File: src/rtl/cfg_loader_pkg.sv
package cfg_loader_pkg;

    typedef enum logic [1:0] {
        ST_IDLE   = 2'd0,
        ST_SHIFT  = 2'd1,
        ST_COMMIT = 2'd2
    } ld_state_t;

endpackage

File: src/rtl/cfg_sync_bus.sv
module cfg_sync_bus #(
    parameter int                WIDTH   = 3,
    parameter int                STAGES  = 2,
    parameter logic [WIDTH-1:0]  RST_VAL = '0
) (
    input  logic             clk,
    input  logic             rst_n,
    input  logic [WIDTH-1:0] async_in,
    output logic [WIDTH-1:0] sync_out
);

    logic [WIDTH-1:0] pipe_q [STAGES];

    always_ff @(posedge clk or negedge rst_n) begin
        if (!rst_n) begin
            for (int k = 0; k < STAGES; k++) begin
                pipe_q[k] <= RST_VAL;
            end
        end else begin
            pipe_q[0] <= async_in;
            for (int k = 1; k < STAGES; k++) begin
                pipe_q[k] <= pipe_q[k-1];
            end
        end
    end

    assign sync_out = pipe_q[STAGES-1];

endmodule

File: src/rtl/cfg_frame_fsm.sv
module cfg_frame_fsm
    import cfg_loader_pkg::*;
#(
    parameter int BYTE_W    = 8,
    parameter int NUM_BYTES = 3,
    localparam int CHAIN_W  = BYTE_W * NUM_BYTES,
    localparam int CNT_MAX  = CHAIN_W + 1,
    localparam int CNT_W    = $clog2(CNT_MAX + 1),
    localparam int NB_W     = $clog2(NUM_BYTES + 1)
) (
    input  logic               clk,
    input  logic               rst_n,
    input  logic               sel_n_s,
    input  logic               sclk_s,
    input  logic               sdata_s,
    output logic               busy,
    output logic               commit_en,
    output logic [NB_W-1:0]    nbytes,
    output logic [CHAIN_W-1:0] chain
);

    ld_state_t          state_q, state_d;
    logic               sel_prev_q, sclk_prev_q;
    logic               sel_fall, sel_rise, sclk_rise;
    logic [CNT_W-1:0]   bit_cnt_q;
    logic [CHAIN_W-1:0] chain_q;

    // edge detection in the system clock domain
    always_ff @(posedge clk or negedge rst_n) begin
        if (!rst_n) begin
            sel_prev_q  <= 1'b1;
            sclk_prev_q <= 1'b0;
        end else begin
            sel_prev_q  <= sel_n_s;
            sclk_prev_q <= sclk_s;
        end
    end

    assign sel_fall  = sel_prev_q & ~sel_n_s;
    assign sel_rise  = ~sel_prev_q & sel_n_s;
    assign sclk_rise = ~sclk_prev_q & sclk_s;

    // state register
    always_ff @(posedge clk or negedge rst_n) begin
        if (!rst_n) begin
            state_q <= ST_IDLE;
        end else begin
            state_q <= state_d;
        end
    end

    // next state
    always_comb begin
        state_d = state_q;
        unique case (state_q)
            ST_IDLE:   if (sel_fall) state_d = ST_SHIFT;
            ST_SHIFT:  if (sel_rise) state_d = ST_COMMIT;
            ST_COMMIT: state_d = ST_IDLE;
            default:   state_d = ST_IDLE;
        endcase
    end

    // shift chain and saturating bit counter
    always_ff @(posedge clk or negedge rst_n) begin
        if (!rst_n) begin
            chain_q   <= '0;
            bit_cnt_q <= '0;
        end else begin
            unique case (state_q)
                ST_IDLE: begin
                    if (sel_fall) begin
                        chain_q   <= '0;
                        bit_cnt_q <= '0;
                    end
                end
                ST_SHIFT: begin
                    if (sclk_rise && !sel_rise) begin
                        chain_q <= {chain_q[CHAIN_W-2:0], sdata_s};
                        if (bit_cnt_q != CNT_W'(CNT_MAX)) begin
                            bit_cnt_q <= bit_cnt_q + 1'b1;
                        end
                    end
                end
                default: begin
                end
            endcase
        end
    end

    // outputs
    always_comb begin
        busy      = (state_q == ST_SHIFT);
        commit_en = (state_q == ST_COMMIT);
        chain     = chain_q;
        nbytes    = '0;
        for (int k = 1; k <= NUM_BYTES; k++) begin
            if (bit_cnt_q == CNT_W'(k * BYTE_W)) begin
                nbytes = NB_W'(k);
            end
        end
    end


    commit_follows_release_chk: assert property (@(posedge clk) disable iff (!rst_n)
        (busy && sel_rise) |=> commit_en);


    cnt_bounded_chk: assert property (@(posedge clk) disable iff (!rst_n)
        (sclk_rise && busy && !sel_rise && bit_cnt_q < CNT_W'(CNT_MAX)) |=> (bit_cnt_q == $past(bit_cnt_q) + 1'b1));

endmodule

File: src/rtl/cfg_reg_bank.sv
module cfg_reg_bank #(
    parameter int BYTE_W    = 8,
    parameter int NUM_BYTES = 3,
    localparam int CHAIN_W  = BYTE_W * NUM_BYTES,
    localparam int NB_W     = $clog2(NUM_BYTES + 1)
) (
    input  logic               clk,
    input  logic               rst_n,
    input  logic               commit_en,
    input  logic [NB_W-1:0]    nbytes,
    input  logic [CHAIN_W-1:0] chain,
    output logic [CHAIN_W-1:0] bank,
    output logic               init_done,
    output logic               wr_pulse
);

    logic [BYTE_W-1:0] regs_q [NUM_BYTES];
    logic              init_q, pulse_q;

    // register j takes byte (NUM_BYTES-1-j) counted from the chain's low end;
    // it is written when the frame carried at least NUM_BYTES-j bytes
    for (genvar j = 0; j < NUM_BYTES; j++) begin : g_reg
        localparam int LSB  = (NUM_BYTES - 1 - j) * BYTE_W;
        localparam int NEED = NUM_BYTES - j;

        always_ff @(posedge clk or negedge rst_n) begin
            if (!rst_n) begin
                regs_q[j] <= '0;
            end else if (commit_en && nbytes >= NB_W'(NEED)) begin
                regs_q[j] <= chain[LSB +: BYTE_W];
            end
        end

        assign bank[j*BYTE_W +: BYTE_W] = regs_q[j];
    end

    always_ff @(posedge clk or negedge rst_n) begin
        if (!rst_n) begin
            init_q  <= 1'b0;
            pulse_q <= 1'b0;
        end else begin
            pulse_q <= commit_en && (nbytes != '0);
            if (commit_en && nbytes == NB_W'(NUM_BYTES)) begin
                init_q <= 1'b1;
            end
        end
    end

    assign init_done = init_q;
    assign wr_pulse  = pulse_q;


    single_strobe_chk: assert property (@(posedge clk) disable iff (!rst_n)
        wr_pulse |=> !wr_pulse);


    init_sticky_chk: assert property (@(posedge clk) disable iff (!rst_n)
        init_done |=> init_done);


    bad_frame_quiet_chk: assert property (@(posedge clk) disable iff (!rst_n)
        (commit_en && nbytes == '0) |=> (!wr_pulse && $stable(bank)));


    short_frame_ctrl_hold_chk: assert property (@(posedge clk) disable iff (!rst_n)
        (commit_en && nbytes != NB_W'(NUM_BYTES)) |=> $stable(regs_q[0]));

endmodule

File: src/rtl/serial_cfg_loader.sv
module serial_cfg_loader #(
    parameter int BYTE_W      = 8,
    parameter int SYNC_STAGES = 2
) (
    input  logic              clk,
    input  logic              rst_n,
    input  logic              sel_n,
    input  logic              sclk,
    input  logic              sdata,
    output logic [BYTE_W-1:0] ctrl_q,
    output logic [BYTE_W-1:0] freq_q,
    output logic [BYTE_W-1:0] width_q,
    output logic              init_done,
    output logic              wr_pulse
);

    localparam int NUM_BYTES = 3;
    localparam int CHAIN_W   = BYTE_W * NUM_BYTES;
    localparam int NB_W      = $clog2(NUM_BYTES + 1);

    logic [2:0]         pins_s;
    logic               busy, commit_en;
    logic [NB_W-1:0]    nbytes;
    logic [CHAIN_W-1:0] chain, bank;

    // pin order: {sel_n, sclk, sdata}; select resets to deselected
    cfg_sync_bus #(
        .WIDTH   (3),
        .STAGES  (SYNC_STAGES),
        .RST_VAL (3'b100)
    ) u_sync (
        .clk      (clk),
        .rst_n    (rst_n),
        .async_in ({sel_n, sclk, sdata}),
        .sync_out (pins_s)
    );

    cfg_frame_fsm #(
        .BYTE_W    (BYTE_W),
        .NUM_BYTES (NUM_BYTES)
    ) u_fsm (
        .clk       (clk),
        .rst_n     (rst_n),
        .sel_n_s   (pins_s[2]),
        .sclk_s    (pins_s[1]),
        .sdata_s   (pins_s[0]),
        .busy      (busy),
        .commit_en (commit_en),
        .nbytes    (nbytes),
        .chain     (chain)
    );

    cfg_reg_bank #(
        .BYTE_W    (BYTE_W),
        .NUM_BYTES (NUM_BYTES)
    ) u_bank (
        .clk       (clk),
        .rst_n     (rst_n),
        .commit_en (commit_en),
        .nbytes    (nbytes),
        .chain     (chain),
        .bank      (bank),
        .init_done (init_done),
        .wr_pulse  (wr_pulse)
    );

    assign ctrl_q  = bank[0*BYTE_W +: BYTE_W];
    assign freq_q  = bank[1*BYTE_W +: BYTE_W];
    assign width_q = bank[2*BYTE_W +: BYTE_W];


    hold_while_shifting_chk: assert property (@(posedge clk) disable iff (!rst_n)
        busy |=> $stable(bank));


    idle_no_strobe_chk: assert property (@(posedge clk) disable iff (!rst_n)
        (!busy && !commit_en) |=> !wr_pulse);

endmodule

File: config.mk
export PLATFORM = sky130hd
export DESIGN_NAME = serial_cfg_loader
export DESIGN_NICKNAME = d
export VERILOG_FILES = /design/src/rtl/cfg_loader_pkg.sv /design/src/rtl/cfg_sync_bus.sv /design/src/rtl/cfg_frame_fsm.sv /design/src/rtl/cfg_reg_bank.sv /design/src/rtl/serial_cfg_loader.sv
export SDC_FILE = /design/constraint.sdc
export NUM_CORES = 1
export LEC_CHECK = 0
export ABC_AREA = 1
export BUFFER_PORTS_ARGS = -buffer_cell sky130_fd_sc_hd__buf_2
export CAP_MARGIN = 10
export CORE_MARGIN = 2
export CORE_UTILIZATION = 48
export CTS_BUF_LIST = sky130_fd_sc_hd__clkbuf_8
export CTS_CLUSTER_DIAMETER = 50
export CTS_CLUSTER_SIZE = 40
export DETAILED_ROUTE_END_ITERATION = 8
export GPL_ROUTABILITY_DRIVEN = 0
export GPL_TIMING_DRIVEN = 0
export PLACE_DENSITY = 0.66
export SLEW_MARGIN = 5
export SYNTH_ARGS = -nofsm -noshare
export SYNTH_HDL_FRONTEND = slang
export SYNTH_SLANG_ARGS = --single-unit
File: constraint.sdc
create_clock -name clk -period 3.2 [get_ports clk]
set_clock_uncertainty 0.2 [all_clocks]
set_input_delay 0 -clock clk [delete_from_list [all_inputs] [get_ports clk]]
set_output_delay 0 -clock clk [all_outputs]
set_load 0.1 [all_outputs]
# After elaboration in Yosys (flattened, before gate mapping)

Index checks and enable logic that the tools add are counted.

Register bits after elaboration: 65
Bits of input ports: 5
Output and inout port bits: 26
Logic and storage cells: 59

Add/sub/neg operators: 1
Magnitude comparators: 3
Eq/ne operators: 11
Multiplexer cells: 13
Bitwise logic cells: 6
Reductions and logical operators: 13

Operators by type and width:

| operator                                                           | count |
|---|---|
| two-way mux 24 bit                                                 | 2 |
| one-hot mux 24 bit (2 select lines)                                | 1 |
| two-way mux 5 bit                                                  | 3 |
| == test 5 bit (second input constant)                              | 2 |
| one-hot mux 5 bit (2 select lines)                                 | 1 |
| two-way mux 2 bit                                                  | 4 |
| inequality test 2 x 1 -> 1 bit (second input constant)             | 4 |
| logical AND 1 bit                                                  | 6 |
| adder 5 x 1 -> 5 bit (second input constant)                       | 1 |
| == test 5 x 4 -> 1 bit (second input constant)                     | 1 |
| inequality test 5 bit (second input constant)                      | 1 |
| == test 2 bit (second input constant)                              | 2 |
| greater-or-equal comparator 2 bit (second input constant)          | 2 |
| one-hot mux 2 bit (2 select lines)                                 | 1 |
| AND reduction 4 bit                                                | 1 |
| nonzero test 2 bit                                                 | 2 |
| AND 1 bit                                                          | 3 |
| NOT 1 bit                                                          | 3 |
| AND reduction 3 bit                                                | 1 |
| == test 2 x 1 -> 1 bit (second input constant)                     | 1 |
| greater-or-equal comparator 2 x 1 -> 1 bit (second input constant) | 1 |
| logical NOT 2 bit                                                  | 1 |
| AND reduction 2 bit                                                | 1 |
| logical NOT 1 bit                                                  | 1 |
| two-way mux 1 bit                                                  | 1 |

# Logic depth before layout (Yosys ltp)

Gate-level depths: netlist of the first run.

Depth in word-level cells: 6
Depth in mapped cells: 8
Mapped depth without buffers: 7

# Hierarchy

Synthesis of the first run repeated with hierarchy kept, for this count alone.

Cells, all modules: 292
Area total of the unflattened synthesis: 2765.2 sq um

Modules (own cells, without submodules):

| module        | instances | cells an instance | area an instance (sq um) |
|---|---|---|---|
| cfg_frame_fsm | 1         | 173               | 1493.9 |
| cfg_reg_bank  | 1         | 110               | 1096.1 |
| cfg_sync_bus  | 1         | 9                 | 175.2 |

# Worst setup path before layout of the first run

OpenSTA, ideal clock, no wires.

Path kind: reg-to-reg
From: reg u_fsm.bit_cnt_q[0]
To: reg u_bank.regs_q (netlist bit u_bank.bank[16])
Setup time: 127 ps
Arrival time: 1297 ps
Setup slack: 1576 ps
Cell stages (with the launch flop): 7
Period minus slack after synthesis: 1624 ps
Cells stage by stage: dfrtp_1 -> inv_1 -> ha_1 -> nand2_2 -> o21ai_4 -> buf_6 -> o21ai_0

Word-level cells in the longest chain between the ends: 6
Elaborated cells between the ends (all ways): 8
Those cells by class: order compare: 1; eq/ne: 3; mux: 3; reduce/logical: 1

Ends and longest elaborated chain:

| what                                           | line                | source |
|---|---|---|
| start: declaration                             | cfg_frame_fsm.sv:25 | `logic [CNT_W-1:0] bit_cnt_q;` |
| start signal: assignment                       | cfg_frame_fsm.sv:80 | `bit_cnt_q <= bit_cnt_q + 1'b1;` |
| == test 5 x 4 -> 1 bit                         | cfg_frame_fsm.sv:97 | `if (bit_cnt_q == CNT_W'(k * BYTE_W)) begin` |
| two-way mux 1 bit                              | cfg_frame_fsm.sv:97 |  |
| two-way mux 2 bit                              | cfg_frame_fsm.sv:97 |  |
| two-way mux 2 bit (*)                          | cfg_frame_fsm.sv:97 |  |
| greater-or-equal comparator 2 x 1 -> 1 bit (*) | cfg_reg_bank.sv:29  | `end else if (commit_en && nbytes >= NB_W'(NEED)) begin` |
| logical AND 1 bit (*)                          | cfg_reg_bank.sv:29  |  |
| end signal: indexed assignment                 | cfg_reg_bank.sv:30  | `regs_q[j] <= chain[LSB +: BYTE_W];` |
| end: declaration                               | cfg_reg_bank.sv:17  | `logic [BYTE_W-1:0] regs_q [NUM_BYTES];` |

Mark *: on every way between the ends. The rest lies on a longest branch, timed or not.
A chain may end at the register's enable or synchronous reset.

# Worst setup path in the final report of the first run

From: reg u_fsm.bit_cnt_q[0]
To: reg u_bank.regs_q (netlist bit u_bank.bank[19])

Same word-level chain as after synthesis.

==> metrics.sh, run 1 <==
FLOW.AREA_GROWTH_FROM_SYNTHESIS_PCT=18.9
MIN_PATH_TYPE='in2async'
TIMING.CRITICAL_PATH.ARRIVAL_NS=1.89
START_UTIL_PCT=49.0
SYN_AREA_SQ_UM=2660
TIMING.FINAL.CRIT_PERIOD_NS=1.89
ANTENNA_CELL_COUNT=0
SETUP_VIOLATIONS=0
DRT_PASS1_ITERATIONS=4
GRT_OVERFLOW=0
WORST_SETUP_PATH_STARTPOINT='u_fsm.bit_cnt_q[0]$_DFFE_PN0P_'
CLK_ROOT_BUFFER_CELL='clkbuf_8'
SYNTH.AREA.TOP_CELLS='dfrtp_1, nand2_1, nand3_1'
FINAL-MAX-SLEW-VIOLATION-COUNT=0
CLK_PIN_SLEW_NS=0.07
MAXCAPVIOLCOUNT=0
DP_SLACK_NS=1.32
TIMING_HOLD_VIOLATIONS_FINAL=0
WORSTREG2REGEND='u_bank.bank[19]$_DFFE_PN0P_'
WL_PER_CELL_UM=11.7
R2R_CELLS=6
BOUNDARYPINS=31
DESIGN.DIE.AREA_SQ_UM=6160
PWR-SHARE-CLK_PCT=40.4
CLK_PATH_BUF_DEPTH=2
TIMING.CRITICAL_PATH.REQUIRED_NS=3.21
DIE_Y_UM=78.5
GLOBAL_ROUTE.USAGE.TOTAL_PCT=17.7
DIE_W_UM=78.5
PIN_COUNT_OF_THE_BIGGEST_NET_ENTERING_GLOBAL_ROUTING=66
CLASSIFICATION_OF_THE_WORST_SETUP_PATH='reg2reg'
SYNTH.DISTINCT_CELLS=22
POST-DP-HPWL_UM=3110
ANTENNA_FOUND_INITIAL=0
PLACE_INST=387
ROUTE.ANTENNA.REMAINING_NETS=0
NETLIST_INSTANCES=285
CLOCK_SINKS=65
CTS_MADE_BUFFERS=9
ENDPOINT_OF_THE_MOST_CRITICAL_SETUP_PATH='u_bank.bank[19]$_DFFE_PN0P_'
PWR-SHARE-COMB_PCT=12.8
FIRST_GLOBAL_VIAS=1875
SW_FRAC_OF_TOTAL_PCT=27.1
DRT-INITIAL-DRC-COUNT=86
RSZ0062_AT_GRT='false'
MOST_USED_FLIP_FLOP_CELL_AFTER_SYNTHESIS='dfrtp_1'
YS_SEQ_ELEMENTS=65
INTERNAL_POWER_mW=1.37
CLOCK_LATENCY_NS=0.33
POST_SYNTH_MOST_FREQUENT_CELLS='nand2_1, dfrtp_1, nand3_1, inv_1, o21ai_0'
STD_CELL_ROWS=27
POWER.NET_SWITCHING_uW=510
NUMBER_OF_SYNTHESIZED_FLOPS_WITH_AN_ENABLE_PIN=0
TRITONCTS_CLOCK_TREE='yes'
POST-SYNTH-TOP-AREA-CELL='dfrtp_1'
VDD_IR_DROP_MAX_mV=0.309
START_KIND='flop'
WORST_HOLD_SLACK_NS=0.102
WORST_SLEW_MARGIN_REL_PCT=46.6
POSTSYNTHNETCOUNT=293
YOSYSSEQAREASHARE_PCT=61.2
CRITICAL_PATH.REG2REG.STARTPOINT='u_fsm.bit_cnt_q[0]$_DFFE_PN0P_'
AVGSYNTHCELLAREA_SQ_UM=9.35
DETAILROUTE.VIA_COUNT=1957
YS_ASYNC_SR_FRACTION_PCT=100
FINAL_CELL_COUNT_NO_FILL=407
AREA_SHARE_OF_THE_LARGEST_CELL_TYPE_AFTER_SYNTHESIS_PCT=58.2
YS_WARN_COUNT=0
FINALWORSTSETUPSLACK_NS=1.31
LEAKAGE_nW=1.74
GRT_FIRST_PASS_WIRELENGTH_UM=8460
TOTAL_POWER_mW=1.88
SYNTHMOSTINSTANTIATEDCELL='nand2_1'
NET_COUNT_REPORTED_AT_FINISH=338
WORST_SETUP_PATH_END_KIND='flop'
MIN_PERIOD_OVER_PERIOD_PCT=59.0
CRITPATHMAXFANOUT=10
PORT-BUFFER-COUNT=30
MAX_CLOCK_FREQ_MHz=530
POST_ROUTE_CELLS_DRIVE_ABOVE_1_SHARE_PCT=21.8
WL_UM=4760
WORST-R2R-SETUP-SLACK_NS=1.31
FIN_SETUP_TNS_NS=0
VIAS_PER_CELL=4.81
CORE_REGION_AREA_SQ_UM=5440
REMAINING_DRC_ERRORS=0
RUN_STATUS='finished clean'
HTREE_LEVELS=3
SEQPWRFRAC_PCT=46.8
POWER_DENSITY_OVER_THE_CELLS_nW_PER_UM2=595
MAX_SLEW.WORST_PIN.SLEW_NS=0.802
==> stage by stage <==
stage / util, % / area [sq um]
after global routing: 58.2 / 3170
final: 58.2 / 3170
after global placement: 53.4 / 2900
after CTS: 58.2 / 3170
after floorplan: - / 2660
after detailed placement: 53.4 / 2910
==> state kept, by name, summed over array words and instances (netlist names) <==
| signal | flops |
|---|---|
| u_fsm.bit_cnt_q | 5 |
| u_fsm.state_q | 2 |
| u_fsm.sel_prev_q | 1 |
| u_fsm.chain | 24 |
| u_fsm.sclk_prev_q | 1 |
| u_bank.init_done | 1 |
| u_bank.wr_pulse | 1 |
| u_sync.pipe_q | 3 |
| u_sync.sync_out | 3 |
| u_bank.bank | 24 |
==> worst max-delay path, stage by stage (launching register included) <==
cell and delay [ns]:
dfrtp_1 0.44, inv_1 0.09, ha_1 0.25, nand2_2 0.21, o21ai_4 0.31, buf_6 0.18
o21ai_0 0.09
==> kinds of logic after synthesis <==
logic type | Yosys count | synth area share [%]
compound gates | 25 | 5.26
xor+xnor | 1 | 0.329
fa+ha+maj | 3 | 1.41
buf+inv | 39 | 6.43
flops | 65 | 61.2
simple gates | 152 | 25.4
==> metal layers <==
layer	up-vias	part of all wire [%]	track usage, %
met1	927	48	24.4
met4	0	1.8	8.95
met3	9	3.1	3.45
met5	-	0	0
met2	35	47	26.9
li1	986	-	-
==> what timing repair did <==
action	4_1_cts	5_1_grt
gates resized for setup	0	0
hold buffers	4	0
setup buffers	0	0
endpoints found under the hold margin	65	0
==> area by class of cell <==
class                           count  area [sq um]
Sequential cell                    65          1630
Timing Repair Buffer               34           193
Inverter                           28           105
Clock buffer                       10           138
Buffer                             11          66.3
Multi-Input combinational cell    181           862
Fill cell                         494          2270
Tap cell                           72          90.1
Clock inverter                      6          82.6
==> cells in the final DEF, fill, tap and decap left out, types with 4 or more instances in the layout <==
master / instances
nand2_1: 98
inv_1: 27
dlygate4sd3_1: 4
clkbuf_8: 10
nor2_1: 8
dfrtp_1: 62
nand3_1: 33
o21ai_0: 23
buf_2: 37
nand2_2: 4
==> power by group through the flow <==
stage | clock network (mW) | logic [mW] | registers [mW]
2_1_floorplan | 0 | 0.169 | 0.891
3_3_place_gp | 0 | 0.231 | 0.897
3_5_place_dp | 0 | 0.238 | 0.896
4_1_cts | 0.782 | 0.243 | 0.881
5_1_grt | 0.818 | 0.275 | 0.885
6_report | 0.760 | 0.241 | 0.882
==> how the worst min path moves through the flow <==
stage	endpoint	slack (ns)	depth (start not counted)	from
after floorplan	u_bank.bank[0]$_DFFE_PN0P_	-0.50	0	rst_n
after global placement	u_sync.pipe_q[5]$_DFF_PN1_	-0.09	1	sel_n
after detailed placement	u_sync.pipe_q[5]$_DFF_PN1_	-0.09	1	sel_n
after CTS	u_sync.pipe_q[3]$_DFF_PN0_	0.09	2	sdata
after global routing	u_sync.pipe_q[3]$_DFF_PN0_	0.11	2	sdata
final	u_fsm.state_q[1]$_DFFE_PN0P_	0.10	2	rst_n
Note: power is estimated with default switching activity, not from simulation.
==> run 2, diff against run 1 <==
- ABC_AREA: 1 -> 0
- clock period: 3.2 -> 1.9 ns (I/O delays scaled with it)
==> run 2 against run 1 <==
Worst setup slack got worse by 1.3 ns. Sequential share of layout area fell by 1.4 points. Cell count fell by 15%. First-iteration DRC count rose by 26%. Die area fell by 3.5%. Design area rose by 2.9%. Largest power group is now clock. Clock-buffer cell count fell by 1. Routed wire length fell by 1.8%.
==> metrics.sh, run 2 <==
RUN_STATUS='finished clean'  # unchanged
TIMING_HOLD_VIOLATIONS_FINAL=0  # unchanged
BOUNDARYPINS=31  # unchanged
CLOCK_LATENCY_NS=0.34  # was 0.33 ns
ROUTE.ANTENNA.REMAINING_NETS=0  # unchanged
CTS_MADE_BUFFERS=9  # unchanged
FLOW.AREA_GROWTH_FROM_SYNTHESIS_PCT=27.0  # was 18.9%
POST-SYNTH-TOP-AREA-CELL='dfrtp_1'  # unchanged
FILLER_CELL_COUNT=440  # was 494
CLK_PIN_SLEW_NS=0.07  # about the same
FINISH.INSTANCE_AREA_SQ_UM=3260  # was 3170 sq um
MOST-COMMON-LAYOUT-CELLS='dfrtp_1, nand2_1, buf_2, mux2_2, o21ai_0'  # was nand2_1, dfrtp_1, buf_2, nand3_1, inv_1
MAX_SLEW.WORST_PIN.SLEW_NS=0.791  # was 0.802 ns
CLK_ROOT_BUFFER_CELL='clkbuf_8'  # unchanged
PORT-BUFFER-COUNT=30  # unchanged
WORSTREG2REGEND='u_fsm.chain[6]$_DFFE_PN0P_'  # was u_bank.bank[19]$_DFFE_PN0P_
COMMONEST_NON_FILL_NON_TAP_CELL_IN_THE_LAYOUT='dfrtp_1'  # was nand2_1
VDD_IR_DROP_MAX_mV=0.676  # was 0.309 mV
SETUP_VIOLATIONS=0  # unchanged
SEQUENTIAL_CELL_AREA_IN_THE_FINAL_LAYOUT_SQ_UM=1630  # about the same
DRT-INITIAL-DRC-COUNT=108  # was 86
DIE_Y_UM=77.1  # was 78.5 um
SYNTH.AREA.TOP_CELLS='dfrtp_1, mux2_2, nand2_1'  # was dfrtp_1, nand2_1, nand3_1
RSZ0062_AT_GRT='true'  # was false
GLOBAL_ROUTE.USAGE.TOTAL_PCT=16.9  # was 17.7%
ANTENNA_FOUND_INITIAL=0  # unchanged
DRT_PASS1_ITERATIONS=4  # unchanged
MIN_PATH_TYPE='in2async'  # unchanged
SYNTHMOSTINSTANTIATEDCELL='dfrtp_1'  # was nand2_1
MAXCAPVIOLCOUNT=0  # unchanged
TIMING.FINAL.CRIT_PERIOD_NS=1.90  # was 1.89 ns
R2R_CELLS=6  # unchanged
FIRST_GLOBAL_VIAS=1644  # was 1,875
AREA_AFTER_DETAILED_PLACEMENT_SQ_UM=2810  # was 2910 sq um
WORST_SLEW_MARGIN_REL_PCT=47.3  # was 46.6%
ANTENNA_CELL_COUNT=0  # unchanged
POST_ROUTE_CELLS_DRIVE_ABOVE_1_SHARE_PCT=38.2  # was 21.8%
CRITPATHMAXFANOUT=6  # was 10
GRT_FIRST_PASS_WIRELENGTH_UM=7690  # was 8460 um
PIN_COUNT_OF_THE_BIGGEST_NET_ENTERING_GLOBAL_ROUTING=66  # unchanged
NET_COUNT_REPORTED_AT_FINISH=278  # was 338
TRITONCTS_CLOCK_TREE='yes'  # unchanged
SYNTH.DISTINCT_CELLS=29  # was 22
FINAL_CORE_UTIL_PCT=63.4  # was 58.2%
MIN_PERIOD_OVER_PERIOD_PCT=99.8  # was 59.0%
TOTAL_POWER_mW=3.36  # was 1.88 mW
START_UTIL_PCT=49.9  # was 49.0%
POST-DP-HPWL_UM=2810  # was 3110 um
POST_SYNTH_MOST_FREQUENT_CELLS='dfrtp_1, nand2_1, mux2_2, o21ai_0, o21ai_1'  # was nand2_1, dfrtp_1, nand3_1, inv_1, o21ai_0
REMAINING_DRC_ERRORS=0  # unchanged
NUMBER_OF_SYNTHESIZED_FLOPS_WITH_AN_ENABLE_PIN=0  # unchanged
YS_ASYNC_SR_FRACTION_PCT=100  # unchanged
POSTSYNTHNETCOUNT=227  # was 293
STD_CELL_ROWS=26  # was 27
YS_WARN_COUNT=0  # unchanged
HTREE_LEVELS=3  # unchanged
FINAL-MAX-SLEW-VIOLATION-COUNT=0  # unchanged
YS_SEQ_ELEMENTS=65  # unchanged
FIN_SETUP_TNS_NS=0  # unchanged
GRT_OVERFLOW=0  # unchanged
DIE_W_UM=77.1  # was 78.5 um
CLASSIFICATION_OF_THE_WORST_SETUP_PATH='reg2reg'  # unchanged
TIMING.CRITICAL_PATH.REQUIRED_NS=1.92  # was 3.21 ns
VIAS_PER_CELL=4.95  # was 4.81
TIMING.CRITICAL_PATH.ARRIVAL_NS=1.92  # was 1.89 ns
DESIGN.DIE.AREA_SQ_UM=5940  # was 6160 sq um
LEAKAGE_nW=1.59  # was 1.74 nW
START_KIND='flop'  # unchanged
AREA_SHARE_OF_THE_LARGEST_CELL_TYPE_AFTER_SYNTHESIS_PCT=60.5  # was 58.2%
MAX_CLOCK_FREQ_MHz=528  # was 530 MHz
CLK_PATH_BUF_DEPTH=2  # unchanged
CORE_REGION_AREA_SQ_UM=5140  # was 5440 sq um
WORST_SETUP_PATH_END_KIND='flop'  # unchanged
NETLIST_INSTANCES=219  # was 285
DETAILROUTE.VIA_COUNT=1708  # was 1,957
WL_UM=4670  # was 4760 um
POWER_DENSITY_OVER_THE_CELLS_nW_PER_UM2=1030  # was 595 nW/um^2
WORST-R2R-SETUP-SLACK_NS=0.005  # was 1.31 ns
MOST_USED_FLIP_FLOP_CELL_AFTER_SYNTHESIS='dfrtp_1'  # unchanged
WL_PER_CELL_UM=13.5  # was 11.7 um
YOSYSSEQAREASHARE_PCT=63.6  # was 61.2%
MULTIINPUTGATEAREA_SQ_UM=896  # was 862 sq um
AVGSYNTHCELLAREA_SQ_UM=11.7  # was 9.35 sq um
SYN_AREA_SQ_UM=2560  # was 2660 sq um
CRITICAL_PATH.REG2REG.STARTPOINT='u_fsm.sel_prev_q$_DFF_PN1_'  # was u_fsm.bit_cnt_q[0]$_DFFE_PN0P_
CLOCK_SINKS=65  # unchanged
==> run 2: cell types whose count changed after synthesis, sizes merged, moves of 3 or more <==
cell,delta
o21ai,+4
nand3,-30
nor2,-9
nand2,-51
mux2,+24
nor2b,+4
nor3,+3
inv,-24
==> run 2: critical path, cell delays in order (launching register included) <==
cell and delay, ns:
dfstp_2 0.53, or3b_4 0.37, a31o_4 0.28, buf_8 0.14, clkbuf_16 0.15, nand2_1 0.05
o21ai_1 0.05
==> run 2: layout make-up <==
type                    count  share of cell area (%)
flip-flops and latches     65                    50.1
plain buffers              10                    2.53
inverters                   4                   0.461
clock buffers               9                    3.80
clock inverters             7                    4.34
repair buffers             41                    8.60
multi-input cells         139                    27.5
well taps                  70                    2.69
==> run 2: power breakdown <==
part,internal [mW],switching (mW)
Sequential,1.44,0.0512
Clock,1.01,0.549
Combinational,0.135,0.182
==> run 2: what timing repair did <==
item                                    in CTS  in global routing
gates resized for setup                      5                 22
cloned                                       0                  3
pin swaps                                    0                  3
endpoints found under the setup margin      36                 43
buffers inserted                             3                  1
hold buffers                                 4                  0
hold endpoints to repair                    68                  0
==> run 2: worst max-delay path by stage <==
stage | endpoint | from | slack, ns | cells past startpoint
finish | u_fsm.chain[6]$_DFFE_PN0P_ | u_fsm.sel_prev_q$_DFF_PN1_ | 0.005 | 6
global route | u_fsm.chain[6]$_DFFE_PN0P_ | u_fsm.sel_prev_q$_DFF_PN1_ | -0.03 | 6
CTS | u_fsm.chain[3]$_DFFE_PN0P_ | u_fsm.state_q[0]$_DFFE_PN0P_ | 0.0003 | 6
detailed placement | u_bank.bank[5]$_DFFE_PN0P_ | u_fsm.bit_cnt_q[0]$_DFFE_PN0P_ | -0.08 | 6
global placement | u_bank.bank[5]$_DFFE_PN0P_ | u_fsm.bit_cnt_q[0]$_DFFE_PN0P_ | -0.06 | 6
floorplan | u_bank.bank[0]$_DFFE_PN0P_ | u_fsm.bit_cnt_q[0]$_DFFE_PN0P_ | 0.08 | 6
==> run 2: per-stage QoR <==
step / std cells / setup WS, ns / hold WS, ns
after floorplan: 219 / 0.0756 / -0.496
after global placement: 319 / -0.0632 / -0.0950
after detailed placement: 319 / -0.0794 / -0.0932
after CTS: 341 / 0.000266 / 0.0820
after global routing: 345 / -0.0335 / 0.105
final: 345 / 0.00463 / 0.0892
==> run 2: per-layer routing <==
metal	GRT usage, %	vias up	part of all wire (%)	wire length (um)
met3	3.53	12	2.7	127
met5	0	-	0	0
li1	-	839	-	-
met2	25.9	23	47	2210
met4	10.2	0	2.8	129
met1	22.1	834	47	2210
==> run 2: cells by family after synthesis <==
group | count (synthesis) | synth area share, %
AOI/OAI and AO/OA | 36 | 7.51
buffers and inverters | 15 | 3.12
DFF | 65 | 63.6
and+or+nand+nor | 74 | 13.0
muxes | 26 | 11.3
adders and majority gates | 3 | 1.46
